===== config.mk =====
export PLATFORM = sky130hd
export DESIGN_NAME = i2s_ratio_clkgen
export DESIGN_NICKNAME = d
export VERILOG_FILES = /design/src/rtl/audio_clk_pkg.sv /design/src/rtl/i2s_ratio_cfg.sv /design/src/rtl/i2s_root_prescaler.sv /design/src/rtl/i2s_bclk_master.sv /design/src/rtl/i2s_slave_track.sv /design/src/rtl/i2s_ratio_clkgen.sv
export SDC_FILE = /design/constraint.sdc
export NUM_CORES = 1
export LEC_CHECK = 0
export ABC_AREA = 1
export BUFFER_PORTS_ARGS = -buffer_cell sky130_fd_sc_hd__buf_2
export CAP_MARGIN = 10
export CORE_UTILIZATION = 62
export CTS_BUF_LIST = sky130_fd_sc_hd__clkbuf_16
export CTS_CLUSTER_SIZE = 28
export DETAILED_ROUTE_END_ITERATION = 6
export PLACE_DENSITY = 0.92
export SLEW_MARGIN = 10
export SYNTH_ARGS = -nofsm -noshare
export SYNTH_HDL_FRONTEND = slang
export SYNTH_SLANG_ARGS = --single-unit

===== constraint.sdc =====
create_clock -name clk_i -period 4 [get_ports clk_i]
set_input_delay 0.8 -clock clk_i [delete_from_list [all_inputs] [get_ports clk_i]]
set_output_delay 0.8 -clock clk_i [all_outputs]
set_load 0.005 [all_outputs]

===== src/rtl/audio_clk_pkg.sv =====
// Package: shared ratio types and the half-period lookup for the I2S
// clock ratio generator. Assumes ratio codes of two bits after fallback.
package audio_clk_pkg;

    localparam int IDX_W  = 6;   // bit index width, holds up to 63
    localparam int HALF_W = 5;   // half-period counter width, holds up to 31
    localparam int CODE_W = 3;   // width of the ratio request codes

    typedef enum logic [1:0] {RT_256 = 2'd0, RT_384 = 2'd1, RT_512 = 2'd2, RT_768 = 2'd3} root_e;
    typedef enum logic [1:0] {BF_16 = 2'd0, BF_24 = 2'd1, BF_32 = 2'd2, BF_48 = 2'd3} bfs_e;

    // Bit clocks per frame for a bit ratio.
    function automatic logic [IDX_W-1:0] bits_per_frame(bfs_e b);
        case (b)
            BF_16:   return IDX_W'(16);
            BF_24:   return IDX_W'(24);
            BF_32:   return IDX_W'(32);
            default: return IDX_W'(48);
        endcase
    endfunction

    // Root ticks per bit-clock half period; zero marks a pair that does not divide.
    function automatic logic [HALF_W-1:0] half_period(root_e r, bfs_e b);
        case ({r, b})
            4'b00_00: return HALF_W'(8);
            4'b00_10: return HALF_W'(4);
            4'b01_00: return HALF_W'(12);
            4'b01_01: return HALF_W'(8);
            4'b01_10: return HALF_W'(6);
            4'b01_11: return HALF_W'(4);
            4'b10_00: return HALF_W'(16);
            4'b10_10: return HALF_W'(8);
            4'b11_00: return HALF_W'(24);
            4'b11_01: return HALF_W'(16);
            4'b11_10: return HALF_W'(12);
            4'b11_11: return HALF_W'(8);
            default:  return '0;
        endcase
    endfunction

endpackage


===== src/rtl/i2s_ratio_cfg.sv =====
// Ratio configuration: registers the root and bit-clock ratio requests.
// Unknown root codes fall back to 256; unknown bit codes are ignored.
// Assumes codes are held stable by the caller between changes.
module i2s_ratio_cfg
    import audio_clk_pkg::*;
(
    input  logic              clk_i,
    input  logic              rst_ni,
    input  logic [CODE_W-1:0] root_sel_i,
    input  logic [CODE_W-1:0] bfs_sel_i,
    output logic [HALF_W-1:0] half_o,
    output logic [IDX_W-1:0]  bfs_n_o,
    output logic              bad_o
);

    root_e root_q;
    bfs_e  bfs_q;

    // Capture the requested ratios with fallback and hold rules.
    always_ff @(posedge clk_i) begin
        if (!rst_ni) begin
            root_q <= RT_256;
            bfs_q  <= BF_32;
        end else begin
            root_q <= root_sel_i[CODE_W-1] ? RT_256 : root_e'(root_sel_i[1:0]);
            if (!bfs_sel_i[CODE_W-1]) begin
                bfs_q <= bfs_e'(bfs_sel_i[1:0]);
            end
        end
    end

    // Derive half period, frame length and validity from the held ratios.
    always_comb begin
        half_o  = half_period(root_q, bfs_q);
        bfs_n_o = bits_per_frame(bfs_q);
        bad_o   = (half_o == '0);
    end

    p_root_fallback_r1: assert property (@(posedge clk_i) disable iff (!rst_ni)
        root_sel_i[CODE_W-1] |=> (root_q == RT_256));

    p_bfs_hold_r2: assert property (@(posedge clk_i) disable iff (!rst_ni)
        bfs_sel_i[CODE_W-1] |=> $stable(bfs_q));

endmodule


===== src/rtl/i2s_root_prescaler.sv =====
// Root prescaler: emits a one-cycle tick every val+1 master clocks when
// enabled, and a tick on every clock when disabled. Assumes val is held
// stable while enabled.
module i2s_root_prescaler #(
    parameter int PSC_W = 8
) (
    input  logic             clk_i,
    input  logic             rst_ni,
    input  logic             en_i,
    input  logic [PSC_W-1:0] val_i,
    output logic             tick_o
);

    logic [PSC_W-1:0] cnt_q;

    // Tick when the count reaches the divide value, or always when bypassed.
    always_comb tick_o = !en_i || (cnt_q == val_i);

    // Count master clocks between ticks.
    always_ff @(posedge clk_i) begin
        if (!rst_ni || !en_i || tick_o) begin
            cnt_q <= '0;
        end else begin
            cnt_q <= cnt_q + PSC_W'(1);
        end
    end

    p_tick_spacing_r3: assert property (@(posedge clk_i) disable iff (!rst_ni)
        (en_i && tick_o && val_i != '0) |-> !$past(tick_o) || !$past(en_i));

endmodule


===== src/rtl/i2s_bclk_master.sv =====
// Master timing: divides root ticks into the bit clock, counts bit
// clocks into the frame index and derives the frame clock and strobe.
// Assumes half_i is non-zero whenever run_i is high.
module i2s_bclk_master
    import audio_clk_pkg::*;
(
    input  logic              clk_i,
    input  logic              rst_ni,
    input  logic              run_i,
    input  logic              tick_i,
    input  logic [HALF_W-1:0] half_i,
    input  logic [IDX_W-1:0]  bfs_n_i,
    output logic              bclk_o,
    output logic              fclk_o,
    output logic [IDX_W-1:0]  idx_o,
    output logic              fs_o
);

    logic              bclk_q, fclk_q, fs_q;
    logic [HALF_W-1:0] hcnt_q;
    logic [IDX_W-1:0]  idx_q, nxt_idx;

    // Next bit index, wrapping at or beyond the last bit of the frame.
    always_comb nxt_idx = (idx_q >= bfs_n_i - IDX_W'(1)) ? '0 : idx_q + IDX_W'(1);

    // Half-period counting, bit clock toggle and index update on falls.
    always_ff @(posedge clk_i) begin
        if (!rst_ni || !run_i) begin
            bclk_q <= 1'b0;
            fclk_q <= 1'b0;
            fs_q   <= 1'b0;
            hcnt_q <= '0;
            idx_q  <= '1;
        end else begin
            fs_q <= 1'b0;
            if (tick_i) begin
                if (hcnt_q >= half_i - HALF_W'(1)) begin
                    hcnt_q <= '0;
                    bclk_q <= ~bclk_q;
                    if (bclk_q) begin
                        idx_q  <= nxt_idx;
                        fclk_q <= (nxt_idx >= (bfs_n_i >> 1));
                        fs_q   <= (nxt_idx == '0);
                    end
                end else begin
                    hcnt_q <= hcnt_q + HALF_W'(1);
                end
            end
        end
    end

    assign bclk_o = bclk_q;
    assign fclk_o = fclk_q;
    assign idx_o  = idx_q;
    assign fs_o   = fs_q;

    p_stop_idle_r5: assert property (@(posedge clk_i) disable iff (!rst_ni)
        !run_i |=> (!bclk_q && !fs_q && idx_q == '1));

    p_idx_step_r6: assert property (@(posedge clk_i) disable iff (!rst_ni)
        ($past(run_i) && idx_q != $past(idx_q)) |-> (idx_q == '0 || idx_q == $past(idx_q) + IDX_W'(1)));

    p_fall_moves_idx_r6: assert property (@(posedge clk_i) disable iff (!rst_ni)
        ($past(run_i) && $fell(bclk_q)) |-> (idx_q != $past(idx_q)));

    p_start_low_r7: assert property (@(posedge clk_i) disable iff (!rst_ni)
        fs_q |-> (idx_q == '0 && !fclk_q));

endmodule


===== src/rtl/i2s_slave_track.sv =====
// Slave tracker: synchronises external bit and frame clocks and counts
// synchronised bit-clock falls into a frame index; a frame-clock fall
// seen between bit-clock falls restarts the index. Assumes the external
// clocks are slower than a quarter of the master clock.
module i2s_slave_track
    import audio_clk_pkg::*;
(
    input  logic             clk_i,
    input  logic             rst_ni,
    input  logic             en_i,
    input  logic             bclk_ext_i,
    input  logic             fclk_ext_i,
    output logic [IDX_W-1:0] idx_o,
    output logic             fs_o
);

    logic [1:0]       bsync_q, fsync_q;
    logic             bclk_d_q, fprev_q, fs_q, fall_w;
    logic [IDX_W-1:0] idx_q;

    // Two-flop synchronisers and a delayed copy for edge detection.
    always_ff @(posedge clk_i) begin
        if (!rst_ni) begin
            bsync_q  <= '0;
            fsync_q  <= '0;
            bclk_d_q <= 1'b0;
        end else begin
            bsync_q  <= {bsync_q[0], bclk_ext_i};
            fsync_q  <= {fsync_q[0], fclk_ext_i};
            bclk_d_q <= bsync_q[1];
        end
    end

    // Falling edge of the synchronised bit clock.
    always_comb fall_w = bclk_d_q && !bsync_q[1];

    // Index and frame-start tracking on each bit-clock fall.
    always_ff @(posedge clk_i) begin
        if (!rst_ni || !en_i) begin
            idx_q   <= '1;
            fprev_q <= 1'b0;
            fs_q    <= 1'b0;
        end else begin
            fs_q <= 1'b0;
            if (fall_w) begin
                fprev_q <= fsync_q[1];
                if (fprev_q && !fsync_q[1]) begin
                    idx_q <= '0;
                    fs_q  <= 1'b1;
                end else begin
                    idx_q <= idx_q + IDX_W'(1);
                end
            end
        end
    end

    assign idx_o = idx_q;
    assign fs_o  = fs_q;

    p_slave_hold_r8: assert property (@(posedge clk_i) disable iff (!rst_ni)
        ($past(en_i) && !$past(fall_w)) |-> $stable(idx_q));

endmodule


===== src/rtl/i2s_ratio_clkgen.sv =====
// Top: I2S clock ratio generator. Combines ratio configuration, root
// prescaler, master bit/frame generator and slave tracker, and selects
// the outputs by mode. Assumes all inputs are synchronous to clk_i
// except the external clocks.
module i2s_ratio_clkgen
    import audio_clk_pkg::*;
#(
    parameter int PSC_W = 8
) (
    input  logic             clk_i,
    input  logic             rst_ni,
    input  logic             psc_en_i,
    input  logic [PSC_W-1:0] psc_val_i,
    input  logic [2:0]       root_sel_i,
    input  logic [2:0]       bfs_sel_i,
    input  logic             slave_i,
    input  logic             bclk_ext_i,
    input  logic             fclk_ext_i,
    output logic             bclk_o,
    output logic             fclk_o,
    output logic [5:0]       bit_idx_o,
    output logic             frame_start_o,
    output logic             ratio_bad_o,
    output logic             cdclk_oe_o
);

    logic [HALF_W-1:0] half_w;
    logic [IDX_W-1:0]  bfs_n_w, m_idx_w, s_idx_w;
    logic              bad_w, tick_w, run_w;
    logic              m_bclk_w, m_fclk_w, m_fs_w, s_fs_w;

    i2s_ratio_cfg u_cfg (
        .clk_i      (clk_i),
        .rst_ni     (rst_ni),
        .root_sel_i (root_sel_i),
        .bfs_sel_i  (bfs_sel_i),
        .half_o     (half_w),
        .bfs_n_o    (bfs_n_w),
        .bad_o      (bad_w)
    );

    i2s_root_prescaler #(.PSC_W(PSC_W)) u_psc (
        .clk_i  (clk_i),
        .rst_ni (rst_ni),
        .en_i   (psc_en_i),
        .val_i  (psc_val_i),
        .tick_o (tick_w)
    );

    // Generator runs only in master mode with a dividing ratio pair.
    always_comb run_w = !slave_i && !bad_w;

    i2s_bclk_master u_mst (
        .clk_i   (clk_i),
        .rst_ni  (rst_ni),
        .run_i   (run_w),
        .tick_i  (tick_w),
        .half_i  (half_w),
        .bfs_n_i (bfs_n_w),
        .bclk_o  (m_bclk_w),
        .fclk_o  (m_fclk_w),
        .idx_o   (m_idx_w),
        .fs_o    (m_fs_w)
    );

    i2s_slave_track u_slv (
        .clk_i      (clk_i),
        .rst_ni     (rst_ni),
        .en_i       (slave_i),
        .bclk_ext_i (bclk_ext_i),
        .fclk_ext_i (fclk_ext_i),
        .idx_o      (s_idx_w),
        .fs_o       (s_fs_w)
    );

    // Mode-dependent output selection.
    always_comb begin
        bclk_o        = slave_i ? 1'b0 : m_bclk_w;
        fclk_o        = slave_i ? 1'b0 : m_fclk_w;
        bit_idx_o     = slave_i ? s_idx_w : m_idx_w;
        frame_start_o = slave_i ? s_fs_w : m_fs_w;
        ratio_bad_o   = bad_w;
        cdclk_oe_o    = !slave_i;
    end

endmodule


==> summary.md, run 1 <==
| Metric | Value |
|---|---|
| Min-delay src | `u_slv.fsync_q[0]$_SDFF_PN0_` |
| Max stage delay on crit path | `380 ps` |
| Static Leak | `approximately 1.4 nW` |
| Final clock skew | `about 2.9 ps` |
| Core Area | `3470 um^2` |
| Area share of xor/xnor cells in the synthesized design | `slightly above 7%` |
| Max-cap violation count | `0` |
| Clock Sinks | `39` |
| Initial antenna violation count | `0` |
| Sum of negative setup slack | `0 ps` |
| # diodes | `0` |
| Status | `finished clean` |
| Area share of the largest cell type after synthesis | `33.7%` |
| CP max-delay cell | `dfxtp_1` |
| Critical path launch point | `u_cfg.bfs_q[0]$_SDFFE_PN0N_` |
| VDD IR max | `0.000240 V` |
| Post-route DRC | `0` |
| Critical path buffers and inverters | `2` |
| Placed instance count | `about 390` |
| Largest net degree at the start of global routing | `15` |
| Top FF cell, synth | `dfxtp_1` |
| Starting density of the core | `between 60% and 70%` |
| DP HPWL | `3.63 mm` |
| Input/output buffers | `30` |
| Global-route usage over all layers | `a little over a quarter` |
| I/O pin count | `31` |
| Post-Synth Simple-Gate Area | `31.0%` |
| Crit path capture type | `flip-flop` |
| Setup violations, final | `0` |
| Post-cts sizing count | `0` |
| Mux contribution to synthesized area | `0%` |
| Synthesis Warnings | `0` |
| Crit path cell chain | `inv_1 -> ha_1 -> o21ai_0 -> a21oi_1 -> nor2_1 -> nand3_1 -> xnor2_1 -> inv_1 -> ha_1 -> a21oi_1 -> o21ai_1 -> nor2_2 -> nor2_4 -> nand2_4 -> nand2_1 -> nand2_1 -> nor2_1` |
| Worst reg2reg startpoint | `u_cfg.bfs_q[0]$_SDFFE_PN0N_` |
| Grt ovf | `0` |
| Max clock buf depth | `2` |
| Avg Cell Area, Syn | `7.22 um^2` |
| Mapped Nets | `about 360` |
| Most frequent cells in the layout | `nand2_1 (75), inv_1 (41), dfxtp_1 (39), nor2_1 (37), buf_2 (30)` |
| Synth Area in Compound Gates | `roughly 7.9%` |
| Clk_lat worst skew | `280 ps` |
| Final ANT Viol Nets | `0` |
| Hold crit path type | `reg -> reg` |
| Layout cells sized above 1 | `15.4%` |
| Final GP Congestion | `0.920` |
| Nets@finish | `397` |
| Core Rows | `21` |
| Root Driver | `clkbuf_16` |
| Clk slew on worst S/H paths | `60 ps` |
| RSZ-0062 raised after global routing | `no` |
| Crit path launch type | `flip-flop` |
| Synth Instances | `321` |
| PwrDens | `338 nW/um^2` |
| Top cells by area, synth | `dfxtp_1 (34%), nand2_1 (12%), ha_1 (12%)` |
| H-tree levels | `2` |
| Most common cell after layout, fill and taps aside | `nand2_1` |
| Cell area after synthesis | `about 2300 um^2` |
| Final Hold Vio Count | `0` |
| Cell type with the largest total area after synthesis | `dfxtp_1` |
| Clock period minus worst slack | `2860 ps` |
| Worst-margin pin slew | `329 ps` |
| Slew HR | `roughly 78%` |
| Post-Synth Adder-Cell Area | `11.9%` |
| CP delay by family, top | `simple AND/OR/NAND/NOR gates` |
| Flops & latches, synth | `39` |
| DRT Pass-1 Iters | `4` |
| Synth unique cells | `32` |
| CP Class | `reg -> reg` |
| Non-filler cells, final | `402` |
| Die Wd | `approximately 63 um` |
| Via count | `2,097` |
| WP data arrival | `about 3000 ps` |
| CTS tree | `built` |
| Avg WL per Cell | `12.3 um` |
| Max frequency | `about 0.35 GHz` |
| Area Overhead vs Synth | `14.4%` |
| Postcts setup bufs | `0` |
| Main combinational cell family by area after synthesis | `simple AND/OR/NAND/NOR gates` |
| WP data required | `about 4200 ps` |
| Number of hold buffers added after cts | `0` |
| Register area share after synthesis | `about a third` |
| Die Area | `between 3000 and 4000 um^2` |
| Post-synth EDFFs | `0` |
| Pins Over Slew Limit | `0` |
| Period utilization | `71.4%` |
| Vias in the first global route | `1,996` |
| DRC violation total after the first TritonRoute iteration | `126` |
| WL final | `4.93 mm` |
| CTS Buf Count | `5` |
| First-pass GRT wire length | `8.35 mm` |
| Chip height | `63.1 um` |
| Crit-path max FO | `10` |
| Via density | `5.22` |
| Asr flop ratio synth | `0%` |
==> cell families after synthesis <==
family                   count (synthesis)
AND/OR/NAND/NOR                        158
buffers and inverters                   49
flip-flops                              39
AO/OA/AOI/OAI                           34
adder cells (fa/ha/maj)                 22
XOR/XNOR                                19
==> state kept, by name (all words and copies together), names as in the netlist, 2 cells and up <==
register / count
u_psc.cnt_q: 8
u_mst.idx_o: 6
u_slv.idx_o: 6
u_mst.hcnt_q: 5
u_cfg.bfs_q: 2
u_cfg.root_q: 2
u_slv.bsync_q: 2
u_slv.fsync_q: 2
==> layer usage <==
layer / GRT usage, % / share of wire [%] / up-vias
li1: - / - / 1089
met2: 46.4 / 50 / 77
met4: 14.0 / 1.6 / 0
met3: 6.16 / 6.0 / 11
met1: 30.8 / 42 / 920
met5: 0 / 0 / -
==> worst register-to-register path, cell delays in order (launching register included) <==
cell	delay [ps]
dfxtp_1	380
inv_1	110
ha_1	230
o21ai_0	180
a21oi_1	60
nor2_1	210
nand3_1	140
xnor2_1	180
inv_1	60
ha_1	290
a21oi_1	140
o21ai_1	90
nor2_2	280
nor2_4	110
nand2_4	140
nand2_1	60
nand2_1	50
nor2_1	40
==> where the power goes <==
part / switching, mW / leakage, nW / internal, mW / total [mW]
logic: 0.0621 / 0.982 / 0.0417 / 0.104
clock network: 0.162 / 0.0674 / 0.230 / 0.391
registers: 0.00653 / 0.317 / 0.395 / 0.402
==> Yosys cell counts (2+ instances only) <==
master	instances
o21ai_0	10
nor2_1	37
a21oi_1	17
nor3b_1	2
o211ai_1	2
ha_1	22
dfxtp_1	39
nand3_1	23
inv_1	41
nand4_1	6
inv_2	4
nor2_2	3
nand2_4	3
nand2_1	75
xor2_1	8
nor3_2	2
xnor2_1	11
o21ai_1	2
==> cell type report <==
class / instances / area, um^2
multi-input cells: 233 / 1340
fillers: 262 / 818
flip-flops and latches: 39 / 781
inverters: 46 / 174
repair buffers: 30 / 150
clock buffers: 5 / 125
well taps: 46 / 57.6
clock inverters: 3 / 20.0
==> per-stage QoR <==
| stage | total power, mW | setup WS [ps] | hold slack, ps | cell area, um^2 | util [%] |
|---|---|---|---|---|---|
| final | 0.897 | 1140 | 451 | 2650 | 76.4 |
| after global routing | 0.939 | 896 | 466 | 2650 | 76.4 |
| after CTS | 0.902 | 1170 | 448 | 2650 | 76.4 |
| after detailed placement | 0.513 | 1200 | 414 | 2500 | 72.2 |
| after global placement | 0.506 | 1330 | 395 | 2500 | 72.2 |
| after floorplan | 0.481 | 1560 | 390 | 2320 | - |
==> final timing paths <==
check	cells after the start	slack (ps)	endpoint
hold reg to reg	2	450	u_slv.fsync_q[1]$_SDFF_PN0_
setup reg to reg	17	1140	u_mst.fclk_o$_SDFFE_PP0P_
hold / removal	2	450	u_slv.fsync_q[1]$_SDFF_PN0_
setup / recovery	17	1140	u_mst.fclk_o$_SDFFE_PP0P_
(Power assumes the default switching activity.)
==> run 2, diff against run 1 <==
Settings changed: CORE_UTILIZATION 62 to 57, PLACE_DENSITY 0.92 to 0.86.
Clock period 4 ns to 2.9 ns, I/O delays scaled along.
==> run 2 against run 1 <==
  * Die area is 8.5% higher
  * Combinational power is 41% higher
  * Worst setup slack worse by 940 ps
  * Fmax is 6.1% higher
  * Critical path depth is 1 lower
  * Cell count is 1.7% higher
  * Highest routed layer unchanged
  * Via count is 3.0% higher
  * Design area is 2.4% higher
==> summary.md, run 2 (same netlist as run 1, synthesis figures left out) <==
| Metric | Value |
|---|---|
| R2R setup slack | `210 ps (was 1140 ps)` |
| WP data required | `3080 ps (was 4180 ps)` |
| Status | `finished clean (unchanged)` |
| Max clock buf depth | `2 (unchanged)` |
| Starting density of the core | `61.4% (was 66.8%)` |
| PwrDens | `456 nW/um^2 (was 338 nW/um^2)` |
| Clk_lat worst skew | `280 ps (about the same)` |
| Most frequent cells in the layout | `nand2_1 (75), inv_1 (40), dfxtp_1 (37), nor2_1 (36), buf_2 (30) (was nand2_1 (75), inv_1 (41), dfxtp_1 (39), nor2_1 (37), buf_2 (30))` |
| Via density | `5.28 (was 5.22)` |
| Slew HR | `81.3% (was 77.9%)` |
| Crit-path max FO | `10 (unchanged)` |
| WL final | `4.99 mm (was 4.93 mm)` |
| Root Driver | `clkbuf_16 (unchanged)` |
| Grt ovf | `0 (unchanged)` |
| First-pass GRT wire length | `8.16 mm (was 8.35 mm)` |
| Setup violations, final | `0 (unchanged)` |
| Clock period minus worst slack | `2690 ps (was 2860 ps)` |
| Post-route DRC | `0 (unchanged)` |
| DP HPWL | `3.60 mm (was 3.63 mm)` |
| DRC violation total after the first TritonRoute iteration | `120 (was 126)` |
| Layout cells sized above 1 | `19.1% (was 15.4%)` |
| Pins Over Slew Limit | `0 (unchanged)` |
| Avg WL per Cell | `12.2 um (was 12.3 um)` |
| CTS Buf Count | `5 (unchanged)` |
| Largest net degree at the start of global routing | `15 (unchanged)` |
| CTS tree | `built (unchanged)` |
| Vias in the first global route | `1,915 (was 1,996)` |
| Nets@finish | `402 (was 397)` |
| H-tree levels | `2 (unchanged)` |
| Input/output buffers | `30 (unchanged)` |
| Clk slew on worst S/H paths | `60 ps (about the same)` |
| Hold crit path type | `reg -> reg (unchanged)` |
| Initial antenna violation count | `0 (unchanged)` |
| VDD IR max | `0.000362 V (was 0.000240 V)` |
| Final clock skew | `4.01 ps (was 2.90 ps)` |
| # diodes | `0 (unchanged)` |
| Final GP Congestion | `0.936 (was 0.920)` |
| Core Rows | `22 (was 21)` |
| CP delay by family, top | `simple AND/OR/NAND/NOR gates (unchanged)` |
| Via count | `2,160 (was 2,097)` |
| Area Overhead vs Synth | `17.1% (was 14.4%)` |
| Period utilization | `92.9% (was 71.4%)` |
| Final Hold Vio Count | `0 (unchanged)` |
| Crit path cell chain | `inv_1 -> ha_1 -> nand2_1 -> o211ai_1 -> o21a_1 -> nand3_1 -> xnor2_1 -> inv_1 -> ha_1 -> nand2_1 -> nor3_2 -> nor2_4 -> nor2_4 -> nand2_4 -> nor2_1 -> nor2_1 (was inv_1 -> ha_1 -> o21ai_0 -> a21oi_1 -> nor2_1 -> nand3_1 -> xnor2_1 -> inv_1 -> ha_1 -> a21oi_1 -> o21ai_1 -> nor2_2 -> nor2_4 -> nand2_4 -> nand2_1 -> nand2_1 -> nor2_1)` |
| Max-cap violation count | `0 (unchanged)` |
| Fin area | `2710 um^2 (was 2650 um^2)` |
| Worst-margin pin slew | `280 ps (was 329 ps)` |
| DRT Pass-1 Iters | `4 (unchanged)` |
| Max frequency | `0.371 GHz (was 0.350 GHz)` |
| Clock Sinks | `39 (unchanged)` |
| Global-route usage over all layers | `25.2% (was 27.0%)` |
| Final ANT Viol Nets | `0 (unchanged)` |
| Chip height | `65.8 um (was 63.1 um)` |
| Most common cell after layout, fill and taps aside | `nand2_1 (unchanged)` |
| I/O pin count | `31 (unchanged)` |
| DP Worst Slack | `167 ps (was 1200 ps)` |
| Crit path launch type | `flip-flop (unchanged)` |
| Die Wd | `65.8 um (was 63.1 um)` |
| Die Area | `4320 um^2 (was 3990 um^2)` |
| Critical path buffers and inverters | `2 (unchanged)` |
| Power Total | `1.24 mW (was 897 uW)` |
| Core Area | `3770 um^2 (was 3470 um^2)` |
| Number of hold buffers added after cts | `0 (unchanged)` |
| Top reg by flops | `u_psc.cnt_q (unchanged)` |
| Crit path capture type | `flip-flop (unchanged)` |
| CP max-delay cell | `dfxtp_2 (was dfxtp_1)` |
| DP Area | `2510 um^2 (was 2500 um^2)` |
| WP data arrival | `2870 ps (was 3040 ps)` |
| Setup WS post-layout | `206 ps (was 1140 ps)` |
| Max stage delay on crit path | `350 ps (was 380 ps)` |
| Fin Hold WS | `426 ps (was 451 ps)` |
| Static Leak | `1.39 nW (was 1.37 nW)` |
| CP Class | `reg -> reg (unchanged)` |
| Max FFs per register | `8 (unchanged)` |
==> run 2: cell type report <==
type | instances | area (um^2)
Clock buffer | 5 | 125
Clock inverter | 3 | 20.0
Fill cell | 278 | 1060
Inverter | 46 | 174
Multi-Input combinational cell | 233 | 1360
Sequential cell | 39 | 783
Tap cell | 48 | 60.1
Timing Repair Buffer | 35 | 188
==> run 2: path summary, 6_finish.rpt <==
path / depth (start not counted) / from / end
worst max register to register: 16 / u_cfg.bfs_q[1]$_SDFFE_PN1N_ / u_mst.fclk_o$_SDFFE_PP0P_
worst max-delay path: 16 / u_cfg.bfs_q[1]$_SDFFE_PN1N_ / u_mst.fclk_o$_SDFFE_PP0P_
worst min-delay path: 2 / u_slv.bsync_q[0]$_SDFF_PN0_ / u_slv.bsync_q[1]$_SDFF_PN0_
worst min register to register: 2 / u_slv.bsync_q[0]$_SDFF_PN0_ / u_slv.bsync_q[1]$_SDFF_PN0_
==> run 2: metal layers <==
metal | part of all wire [%] | vias to the layer above | global-route usage, %
li1 | - | 1101 | -
met1 | 44 | 976 | 29.5
met2 | 48 | 65 | 42.6
met3 | 5.4 | 18 | 6.60
met4 | 2.5 | 0 | 11.1
met5 | 0 | - | 0
==> run 2: tightest hold or removal path: stages, from the launching register on <==
cell and delay (ps):
dfxtp_1 310, nand2_1 50, inv_1 40
==> run 2: per-stage QoR <==
step	utilization, %	TNS [ps]	instances
after global routing	71.9	-4.28	409
after global placement	66.7	0	397
after detailed placement	66.7	0	397
after floorplan	-	0	321
after CTS	70.5	0	405
final	71.9	0	409
==> run 2: where the power goes <==
part / internal (mW) / switching [mW] / total (mW) / leakage [nW]
combinational: 0.0598 / 0.0875 / 0.147 / 1.01
clock: 0.316 / 0.217 / 0.533 / 0.0658
sequential: 0.546 / 0.00932 / 0.555 / 0.317
total: 0.922 / 0.314 / 1.24 / 1.39
==> run 2: repair_timing <==
| action | in CTS | in global routing |
|---|---|---|
| hold endpoints to repair | 0 | 0 |
| setup buffers | 0 | 4 |
| gates resized for setup | 0 | 10 |
| endpoints found under the setup margin | 0 | 13 |
==> run 3, diff against run 2 <==
Settings changed: ABC_CLOCK_PERIOD_IN_PS set to 2900, CORE_UTILIZATION 57 to 35, PLACE_DENSITY 0.86 to 0.6.
==> run 3 against run 2 <==
  * Design area increased by 1.4%
  * Total power increased by 6.2%
  * Register-to-register slack improved by 20 ps
  * Core utilization decreased by 29 points
  * Sequential power about the same
  * Flip-flop and latch count unchanged
  * Clock power increased by 16%
  * Via count decreased by 8.9%
  * Largest power group is now the clock network
==> summary.md, run 3 (same netlist as run 1, synthesis figures left out) <==
| Metric | Value |
|---|---|
| Power Total | `1.31 mW (was 1.24 mW)` |
| Clk slew on worst S/H paths | `60 ps (about the same)` |
| Worst reg2reg startpoint | `u_cfg.bfs_q[0]$_SDFFE_PN0N_ (was u_cfg.bfs_q[1]$_SDFFE_PN1N_)` |
| Hold Path End | `u_slv.bsync_q[1]$_SDFF_PN0_ (unchanged)` |
| DP Worst Slack | `139 ps (was 167 ps)` |
| Worst-margin pin slew | `277 ps (was 280 ps)` |
| Die Area | `6950 um^2 (was 4320 um^2)` |
| Root Driver | `clkbuf_16 (unchanged)` |
| Crit-path max FO | `6 (was 10)` |
| Area Overhead vs Synth | `18.7% (was 17.1%)` |
| Crit path launch type | `flip-flop (unchanged)` |
| Top reg by flops | `u_psc.cnt_q (unchanged)` |
| Sum of negative setup slack | `0 ps (unchanged)` |
| Layout cells sized above 1 | `17.3% (was 19.1%)` |
| Crit path capture type | `flip-flop (unchanged)` |
| Final core area utilization | `43.1% (was 71.9%)` |
| Setup violations, final | `0 (unchanged)` |
| Sw Share | `23.1% (was 25.4%)` |
| H-tree levels | `2 (unchanged)` |
| VDD IR max | `0.000318 V (was 0.000362 V)` |
| Logic pwr share | `10.8% (was 11.9%)` |
| Final ANT Viol Nets | `0 (unchanged)` |
| Core Area | `6390 um^2 (was 3770 um^2)` |
| Fin area | `2750 um^2 (was 2710 um^2)` |
| Fin Hold WS | `422 ps (was 426 ps)` |
| PwrDens | `477 nW/um^2 (was 456 nW/um^2)` |
| Min-delay src | `u_slv.bsync_q[0]$_SDFF_PN0_ (unchanged)` |
| Grt ovf | `0 (unchanged)` |
| Clock Sinks | `39 (unchanged)` |
| Max clock buf depth | `2 (unchanged)` |
| Psw | `304 uW (was 314 uW)` |
| Slew HR | `81.5% (was 81.3%)` |
| DP HPWL | `3.45 mm (was 3.60 mm)` |
| Most frequent cells in the layout | `nand2_1 (75), inv_1 (41), dfxtp_1 (37), nor2_1 (36), buf_2 (30) (was nand2_1 (75), inv_1 (40), dfxtp_1 (37), nor2_1 (36), buf_2 (30))` |
| CP Class | `reg -> reg (unchanged)` |
| Hold crit path type | `reg -> reg (unchanged)` |
| R2R setup slack | `230 ps (was 210 ps)` |
| Clock Power Share | `47.0% (was 43.1%)` |
| Placed instance count | `426 (was 397)` |
| Via count | `1,968 (was 2,160)` |
| Max frequency | `0.374 GHz (was 0.371 GHz)` |
| Worst reg-to-reg path cell count | `15 (was 16)` |
| Avg WL per Cell | `10.0 um (was 12.2 um)` |
| Int Pwr | `1.01 mW (was 922 uW)` |
| Status | `finished clean (unchanged)` |
| Nets@finish | `399 (was 402)` |
| Max FFs per register | `8 (unchanged)` |
| Register share of total power | `42.3% (was 44.9%)` |
| Starting density of the core | `36.3% (was 61.4%)` |
| Clock period minus worst slack | `2670 ps (was 2690 ps)` |
| Max-cap violation count | `0 (unchanged)` |
| DRT Pass-1 Iters | `4 (unchanged)` |
| Final Hold Vio Count | `0 (unchanged)` |
| Input/output buffers | `30 (unchanged)` |
| Chip height | `83.4 um (was 65.8 um)` |
| DP Area | `2550 um^2 (was 2510 um^2)` |
| Period utilization | `92.1% (was 92.9%)` |
| WL final | `4.36 mm (was 4.99 mm)` |
| Setup WS post-layout | `230 ps (was 206 ps)` |
| Largest net degree at the start of global routing | `15 (unchanged)` |
| CTS tree | `built (unchanged)` |
| Most common cell after layout, fill and taps aside | `nand2_1 (unchanged)` |
| Number of hold buffers added after cts | `0 (unchanged)` |
| RSZ-0062 raised after global routing | `no` |
| CTS Buf Count | `5 (unchanged)` |
| Pins Over Slew Limit | `0 (unchanged)` |
| Worst Hold Path Cells | `2 (unchanged)` |
| # diodes | `0 (unchanged)` |
| Clk_lat worst skew | `280 ps (about the same)` |
| Core Rows | `29 (was 22)` |
| Post-route DRC | `0 (unchanged)` |
| DRC violation total after the first TritonRoute iteration | `120 (unchanged)` |
| Initial antenna violation count | `0 (unchanged)` |
| Die Wd | `83.4 um (was 65.8 um)` |
| Final GP Congestion | `0.851 (was 0.936)` |
| WP data required | `3060 ps (was 3080 ps)` |
| Worst reg2reg path endpoint | `u_mst.idx_o[2]$_SDFFE_PP1P_ (was u_mst.fclk_o$_SDFFE_PP0P_)` |
| Global-route usage over all layers | `13.9% (was 25.2%)` |
| Via density | `4.52 (was 5.28)` |
| First-pass GRT wire length | `7.90 mm (was 8.16 mm)` |
| Final clock skew | `5.46 ps (was 4.01 ps)` |
| WP data arrival | `2830 ps (was 2870 ps)` |
| Non-filler cells, final | `435 (was 409)` |
| I/O pin count | `31 (unchanged)` |
| Static Leak | `1.41 nW (was 1.39 nW)` |
| Vias in the first global route | `1,790 (was 1,915)` |
run 3: cell count changes in the layout (fill, tap and decap cells not counted), moves of 2 or more:
cell	change
buf_4	-3
ha_2	-2
ha_1	+2
clkinvlp_4	-2
run 3: area by class of cell:
cell class	count	area (um^2)
well taps	77	96.3
clock inverters	3	42.5
fillers	649	3630
flip-flops and latches	39	783
inverters	46	174
repair buffers	32	165
clock buffers	5	125
multi-input cells	233	1370
run 3: critical path, cell delays in order (launching register included):
cell and delay (ps):
dfxtp_2 360, inv_1 90, ha_1 240, o211ai_1 210, o21a_1 180, nand3_1 80
xnor2_1 140, inv_1 50, ha_1 280, a21oi_1 200, o21ai_2 110, nor2_4 200
nor2_4 70, buf_4 160, nand3_1 90, nand3_1 80
run 3: how the worst max path moves through the flow:
stage	from	end	slack, ps
finish	u_cfg.bfs_q[0]$_SDFFE_PN0N_	u_mst.idx_o[2]$_SDFFE_PP1P_	230
global route	u_cfg.bfs_q[0]$_SDFFE_PN0N_	u_mst.idx_o[0]$_SDFFE_PP1P_	30
CTS	u_cfg.bfs_q[0]$_SDFFE_PN0N_	u_mst.fclk_o$_SDFFE_PP0P_	120
detailed placement	u_cfg.bfs_q[0]$_SDFFE_PN0N_	u_mst.fclk_o$_SDFFE_PP0P_	140
global placement	u_cfg.bfs_q[0]$_SDFFE_PN0N_	u_mst.fclk_o$_SDFFE_PP0P_	210
floorplan	u_cfg.bfs_q[0]$_SDFFE_PN0N_	u_mst.fclk_o$_SDFFE_PP0P_	460
run 3: layer usage:
| metal | share of wire (%) | global-route usage, % | wire length [um] | vias up |
|---|---|---|---|---|
| li1 | - | - | - | 1095 |
| met1 | 52 | 19.2 | 2280 | 842 |
| met2 | 44 | 21.3 | 1910 | 27 |
| met3 | 3.0 | 2.98 | 133 | 4 |
| met4 | 0.96 | 5.02 | 42 | 0 |
| met5 | 0 | 0 | 0 | - |
run 3: timing repair:
item                       in CTS  in global routing
gates resized for setup         0                  8
setup buffers                   0                  1
setup endpoints to repair       0                 14
run 3: power by group through the flow:
| stage | Sequential [mW] | Clock (mW) | Combinational (mW) |
|---|---|---|---|
| after global placement | 0.566 | 0 | 0.138 |
| after floorplan | 0.564 | 0 | 0.0998 |
| after detailed placement | 0.566 | 0 | 0.139 |
| final | 0.555 | 0.616 | 0.141 |
| after CTS | 0.554 | 0.635 | 0.139 |
| after global routing | 0.556 | 0.656 | 0.166 |
